===== config.mk =====
export PLATFORM = sky130hd
export DESIGN_NAME = ddr_dual_read_resp
export DESIGN_NICKNAME = d
export VERILOG_FILES = /design/src/rtl/ddrr_pkg.sv /design/src/rtl/ddrr_edge_det.sv /design/src/rtl/ddrr_cont_track.sv /design/src/rtl/ddr_dual_read_resp.sv
export SDC_FILE = /design/constraint.sdc
export NUM_CORES = 1
export LEC_CHECK = 0
export BUFFER_PORTS_ARGS = -buffer_cell sky130_fd_sc_hd__buf_2
export CAP_MARGIN = 10
export CORE_MARGIN = 3
export CORE_UTILIZATION = 30
export CTS_CLUSTER_SIZE = 16
export DETAILED_ROUTE_END_ITERATION = 10
export PLACE_DENSITY = 0.56
export SETUP_SLACK_MARGIN = 0.3
export SKIP_LAST_GASP = 1
export SLEW_MARGIN = 20
export SYNTH_ARGS = -nofsm -noshare
export SYNTH_HDL_FRONTEND = slang
export SYNTH_SLANG_ARGS = --single-unit

===== constraint.sdc =====
create_clock -name clk -period 2.6 [get_ports clk]
set_input_delay 0.26 -clock clk [delete_from_list [all_inputs] [get_ports clk]]
set_output_delay 0.26 -clock clk [all_outputs]
set_load 0.05 [all_outputs]

===== src/rtl/ddrr_pkg.sv =====
package ddrr_pkg;

    typedef enum logic [2:0] {
        ST_IDLE,
        ST_CMD,
        ST_ADDR,
        ST_MODE,
        ST_DUMMY,
        ST_DATA,
        ST_SKIP
    } ddrr_state_e;

    localparam logic [7:0] OPC_READ_A = 8'hBD;
    localparam logic [7:0] OPC_READ_B = 8'hBE;
    localparam int         OPC_BITS   = 8;
    localparam int         MODE_EDGES = 4;

    function automatic logic nibbles_inverse(input logic [7:0] m);
        return m[7:4] == ~m[3:0];
    endfunction

endpackage


===== src/rtl/ddrr_edge_det.sv =====
module ddrr_edge_det (
    input  logic clk,
    input  logic rst_n,
    input  logic sck,
    output logic rise,
    output logic fall
);
    logic sck_q;

    always_ff @(posedge clk or negedge rst_n) begin
        if (!rst_n) sck_q <= 1'b0;
        else        sck_q <= sck;
    end

    assign rise = sck & ~sck_q;
    assign fall = ~sck & sck_q;
endmodule


===== src/rtl/ddrr_cont_track.sv =====
module ddrr_cont_track (
    input  logic clk,
    input  logic rst_n,
    input  logic txn_end,
    input  logic reached_data,
    input  logic cmpl,
    output logic cont
);
    always_ff @(posedge clk or negedge rst_n) begin
        if (!rst_n)       cont <= 1'b0;
        else if (txn_end) cont <= reached_data & cmpl;
    end
endmodule


===== src/rtl/ddr_dual_read_resp.sv =====
module ddr_dual_read_resp
    import ddrr_pkg::*;
#(
    parameter int ADDR_W = 24,
    parameter int LAT_W  = 4,
    parameter int PRE_W  = 8
) (
    input  logic              clk,
    input  logic              rst_n,
    input  logic              sck,
    input  logic              cs_n,
    input  logic [1:0]        io_in,
    output logic [1:0]        io_out,
    output logic [1:0]        io_oe,
    input  logic [LAT_W-1:0]  lat_cycles,
    input  logic              pre_en,
    input  logic [PRE_W-1:0]  pre_pattern,
    output logic [ADDR_W-1:0] mem_addr,
    input  logic [7:0]        mem_rdata
);
    localparam int ADDR_EDGES = ADDR_W / 2;
    localparam int CNT_A      = $clog2(ADDR_EDGES + 1);
    localparam int CNT_W      = (CNT_A > LAT_W + 2) ? CNT_A : LAT_W + 2;

    ddrr_state_e state_q, state_d;
    logic [CNT_W-1:0]  cnt_q;
    logic [OPC_BITS-2:0] op_q;
    logic [5:0]        mode_q;
    logic [ADDR_W-1:0] addr_q;
    logic [5:0]        sh_q;
    logic [1:0]        pair_q;
    logic              pend_q;
    logic              cont_q;

    logic rise, fall, any_edge, edge_ok;
    logic [CNT_W-1:0] dlen, s_new, pidx;
    logic [CNT_W:0]   pre_reach;
    logic [OPC_BITS-1:0] op_full;
    logic enter_data, load_byte, slot_edge, in_pre, pre_bit;

    ddrr_edge_det u_edge (
        .clk  (clk),
        .rst_n(rst_n),
        .sck  (sck),
        .rise (rise),
        .fall (fall)
    );

    ddrr_cont_track u_cont (
        .clk         (clk),
        .rst_n       (rst_n),
        .txn_end     (cs_n && state_q != ST_IDLE),
        .reached_data(state_q == ST_DATA),
        .cmpl        (pend_q),
        .cont        (cont_q)
    );

    assign any_edge = rise | fall;
    assign edge_ok  = rise | (fall && cnt_q != '0);
    assign dlen     = {{(CNT_W-LAT_W-1){1'b0}}, lat_cycles, 1'b0};
    assign op_full  = {op_q, io_in[0]};
    assign mem_addr = addr_q;

    // next state
    always_comb begin
        state_d = state_q;
        unique case (state_q)
            ST_IDLE:  if (!cs_n) state_d = cont_q ? ST_ADDR : ST_CMD;
            ST_CMD:   if (rise && cnt_q == CNT_W'(OPC_BITS-1))
                          state_d = (op_full == OPC_READ_A || op_full == OPC_READ_B)
                                    ? ST_ADDR : ST_SKIP;
            ST_ADDR:  if (edge_ok && cnt_q == CNT_W'(ADDR_EDGES-1)) state_d = ST_MODE;
            ST_MODE:  if (any_edge && cnt_q == CNT_W'(MODE_EDGES-1))
                          state_d = (dlen == '0) ? ST_DATA : ST_DUMMY;
            ST_DUMMY: if (any_edge && (cnt_q + 1'b1) == dlen) state_d = ST_DATA;
            ST_DATA:  state_d = ST_DATA;
            ST_SKIP:  state_d = ST_SKIP;
            default:  state_d = ST_IDLE;
        endcase
        if (cs_n) state_d = ST_IDLE;
    end

    assign enter_data = !cs_n && (state_q == ST_MODE || state_q == ST_DUMMY)
                        && state_d == ST_DATA;
    assign load_byte  = enter_data || (!cs_n && state_q == ST_DATA && any_edge && pair_q == 2'd0);

    // slot index of the latency slot opened by this edge
    assign slot_edge  = !cs_n && any_edge && !enter_data &&
                        (state_q == ST_DUMMY ||
                         (state_q == ST_MODE && cnt_q == CNT_W'(MODE_EDGES-1)));
    assign s_new      = (state_q == ST_MODE) ? '0 : cnt_q + 1'b1;
    assign pre_reach  = {1'b0, s_new} + (CNT_W+1)'(PRE_W);
    assign in_pre     = pre_en && (pre_reach >= {1'b0, dlen});
    assign pidx       = dlen - s_new - 1'b1;

    always_comb begin
        pre_bit = 1'b0;
        for (int i = 0; i < PRE_W; i++) begin
            if (pidx == CNT_W'(i)) pre_bit = pre_pattern[i];
        end
    end

    // state register and datapath
    always_ff @(posedge clk or negedge rst_n) begin
        if (!rst_n) begin
            state_q <= ST_IDLE;
            cnt_q   <= '0;
            op_q    <= '0;
            mode_q  <= '0;
            addr_q  <= '0;
            sh_q    <= '0;
            pair_q  <= '0;
            pend_q  <= 1'b0;
        end else begin
            state_q <= state_d;
            if (cs_n) begin
                cnt_q  <= '0;
                pair_q <= '0;
            end else begin
                unique case (state_q)
                    ST_CMD: if (rise) begin
                        op_q  <= op_full[OPC_BITS-2:0];
                        cnt_q <= (cnt_q == CNT_W'(OPC_BITS-1)) ? '0 : cnt_q + 1'b1;
                    end
                    ST_ADDR: if (edge_ok) begin
                        addr_q <= {addr_q[ADDR_W-3:0], io_in[1], io_in[0]};
                        cnt_q  <= (cnt_q == CNT_W'(ADDR_EDGES-1)) ? '0 : cnt_q + 1'b1;
                    end
                    ST_MODE: if (any_edge) begin
                        mode_q <= {mode_q[3:0], io_in};
                        if (cnt_q == CNT_W'(MODE_EDGES-1)) begin
                            pend_q <= nibbles_inverse({mode_q, io_in});
                            cnt_q  <= '0;
                        end else begin
                            cnt_q <= cnt_q + 1'b1;
                        end
                    end
                    ST_DUMMY: if (any_edge) cnt_q <= cnt_q + 1'b1;
                    default: ;
                endcase
                if (load_byte) begin
                    sh_q   <= mem_rdata[5:0];
                    addr_q <= addr_q + 1'b1;
                end else if (state_q == ST_DATA && any_edge) begin
                    sh_q <= {sh_q[3:0], 2'b00};
                end
                if (enter_data)                         pair_q <= 2'd1;
                else if (state_q == ST_DATA && any_edge) pair_q <= pair_q + 1'b1;
            end
        end
    end

    // line drivers
    always_ff @(posedge clk or negedge rst_n) begin
        if (!rst_n) begin
            io_oe  <= 2'b00;
            io_out <= 2'b00;
        end else if (cs_n) begin
            io_oe <= 2'b00;
        end else if (load_byte) begin
            io_oe  <= 2'b11;
            io_out <= mem_rdata[7:6];
        end else if (state_q == ST_DATA && any_edge) begin
            io_out <= sh_q[5:4];
        end else if (slot_edge) begin
            if (in_pre) begin
                io_oe  <= 2'b11;
                io_out <= {2{pre_bit}};
            end else begin
                io_oe <= 2'b00;
            end
        end
    end
endmodule


==> reports/results.ini <==
[logic_synthesis]
synth_cells=449
synth.ff_latch_count=60
ys_warn_count=0
ys_seq_area_frac=0.362
syn_area_um2=4150
async_reset_ff_frac=1.00
synth_nets=491
synth-edff-count=0
post_synth.cell_area_avg_um2=9.24
synthFlopType=dfrtp_1
synth_cell_types=73

[final_layout]
ff_latch_area_um2=1510
fillCellCount=1284
drive_gt1_frac=0.448
design_area_um2=5990
layout_common_cells=85 x buf_4, 56 x dfrtp_1, 54 x buf_2, 32 x nand2_1, 30 x nor2_1
nets=631
multi_input_area_um2=2780
layout_commonest_cell=buf_4
antenna_cells=0
area_growth_syn_to_layout_pct=44.5

[power]
peakVddDrop_uv=377
powerDensity_nw_per_um2=424
total_power_mw=2.54
leakagePower_nw=2.70
p_clk_frac=0.519
p_sw_frac=0.236
combinationalPowerShare=0.092
p_switching_uw=599
pwr-share-seq=0.389
p_int_mw=1.94

[global_routing]
track_usage=0.158
grt-ovfl-total=0
antenna_found_initial=0
grt_pass1_wl_um=19400
grt_pass1_vias=3995
grt_max_degree=24

[floorplan]
die_height_um=124
num_io_pins=55
row_count=42
start_util=0.310
fp.dieArea_um2=15300
fp.dieW_um=124
core-area_um2=13400

[sta]
worst_pin_slew_ps=547
hold_viol_final=0
setup_slack_ps=-99.3
fmax_mhz=370
fin_crit_sh=1.04
setup_tns_ps=-1130
setup_viol_count_final=22
hold_slack_ps=145
max-slew-margin-rel=0.635
report.final.slew_viol_count=0
rsz0062_at_grt=true
period_minus_slack_ps=2700
fin_skew_ps=8.77

[worst_setup_path]
crit_path_start_kind=flop
critical_path_class=flop to flop
crit_chain=inv_2 > ha_4 > buf_4 > nand2_4 > ha_4 > inv_2 > fa_2 > mux4_2 > nand3_2 > a211oi_2 > a221oi_2 > a221oi_1
critPathArrivalTime_ps=2900
crit_buf_inv=3
worstPathMaxFanout=4
reg2reg_slack_ps=-100
required_ps=2800
crit_family=adder cells
endpoint_kind=flop
cp_slowest_cell=fa_2
max_stage_delay_ps=560

[status]
status=complete, but fails checks
violations=negative setup slack

[place]
dp_hpwl_um=8790
place_congestion=0.845
io_buffers=54
preCtsSetupSlack_ps=-166
place_area_um2=5280

[clocking]
path_clk_slew_ps=60
numCtsBuffers=9
htree_levels=3
cts_tree=done
clock-sinks=60
insertion_delay_ps=330
cts_root_buf=clkbuf_16
cts_max_path_buffers=2

[detailed_routing]
drcViolationCount=0
wl_um=12100
dr_total_vias=3958
postRouteAntennaNets=0
drt_iter0_drc=180
wl_per_cell_um=15.7
firstDrtPassIters=4
viasPerCell=5.14

[worst_hold_path]
hold_path.class=primary input to flop

[job]
cap_violations=0

registers in the layout (all words and copies together), names as in the netlist:
name and cells:
mem_addr 24, op_q 7, cnt_q 6, mode_q 6, sh_q 6, state_q 3, io_out 2, pair_q 2
io_oe 1, pend_q 1, u_cont.cont 1, u_edge.sck_q 1
cell type report:
class,count,area share
flip-flops and latches,60,0.251
clock inverters,6,0.0146
inverters,28,0.0180
well taps,176,0.0367
clock buffers,10,0.0399
repair buffers,150,0.176
multi-input cells,340,0.464
layer usage:
layer / part of all wire / track usage / vias to the layer above / wire length [um]
met3: 0.041 / 0.0286 / 19 / 500
li1: - / - / 1919 / -
met1: 0.47 / 0.214 / 1936 / 5630
met2: 0.48 / 0.258 / 84 / 5760
met4: 0.018 / 0.0498 / 0 / 219
met5: 0 / 0 / - / 0
power groups by stage:
stage / logic [mW] / clock network (mW) / registers, mW
final: 0.234 / 1.32 / 0.988
after global routing: 0.259 / 1.37 / 0.994
after CTS: 0.221 / 1.34 / 0.988
after detailed placement: 0.213 / 0 / 1.00
after global placement: 0.207 / 0 / 1.00
after floorplan: 0.117 / 0 / 0.999
what timing repair did:
action                                  4_1_cts  5_1_grt
pin swaps                                    16       13
hold buffers                                  1        0
hold endpoints to repair                     21        0
buffers inserted                              7        3
resized for setup                            25       31
cloned                                        0        1
endpoints found under the setup margin       35       40
worst register-to-register path: cells and delay by family (launching register included):
family	cells	cell delay [ps]
multiplexers	1	340
buffers and inverters	3	270
AO/OA/AOI/OAI	3	440
AND/OR/NAND/NOR	2	180
adder cells (fa/ha/maj)	3	900
flip-flops	1	440
final timing paths:
path,from,endpoint,depth (start not counted)
max,cnt_q[0],io_out[1],12
min in group asynchronous,rst_n,mem_addr[17],2
min,sck,u_edge.sck_q,2
max reg2reg,cnt_q[0],io_out[1],12
min reg2reg,sh_q[3],sh_q[3],1
max in group asynchronous,rst_n,state_q[0],3
cells in the mapped netlist, types with 6 or more instances:
cell type / number / area share
mux2_2: 21 / 0.057
dfrtp_1: 60 / 0.36
a21oi_1: 25 / 0.030
and2_1: 7 / 0.011
nor3_1: 15 / 0.018
nor2_1: 32 / 0.029
mux2i_1: 8 / 0.019
inv_1: 28 / 0.025
o21ai_0: 29 / 0.035
ha_1: 14 / 0.042
clkbuf_1: 8 / 0.0072
a22oi_1: 8 / 0.014
buf_6: 6 / 0.016
nand2_1: 35 / 0.032
nand3_1: 18 / 0.022
xnor2_1: 13 / 0.027
nor3b_1: 6 / 0.011
metrics by stage:
step                      utilization  std cells
after floorplan                     -        449
after global placement          0.394        742
after detailed placement        0.394        742
after CTS                       0.434        766
after global routing            0.447        770
final                           0.447        770
kinds of logic after synthesis:
kind of cell / count (synthesis) / synth area share
simple gates: 157 / 0.207
compound gates: 116 / 0.191
flops: 60 / 0.362
buf+inv: 49 / 0.0576
mux: 34 / 0.0980
xor+xnor: 18 / 0.0380
fa+ha+maj: 15 / 0.0470
Note: power is estimated with default switching activity, not from simulation.
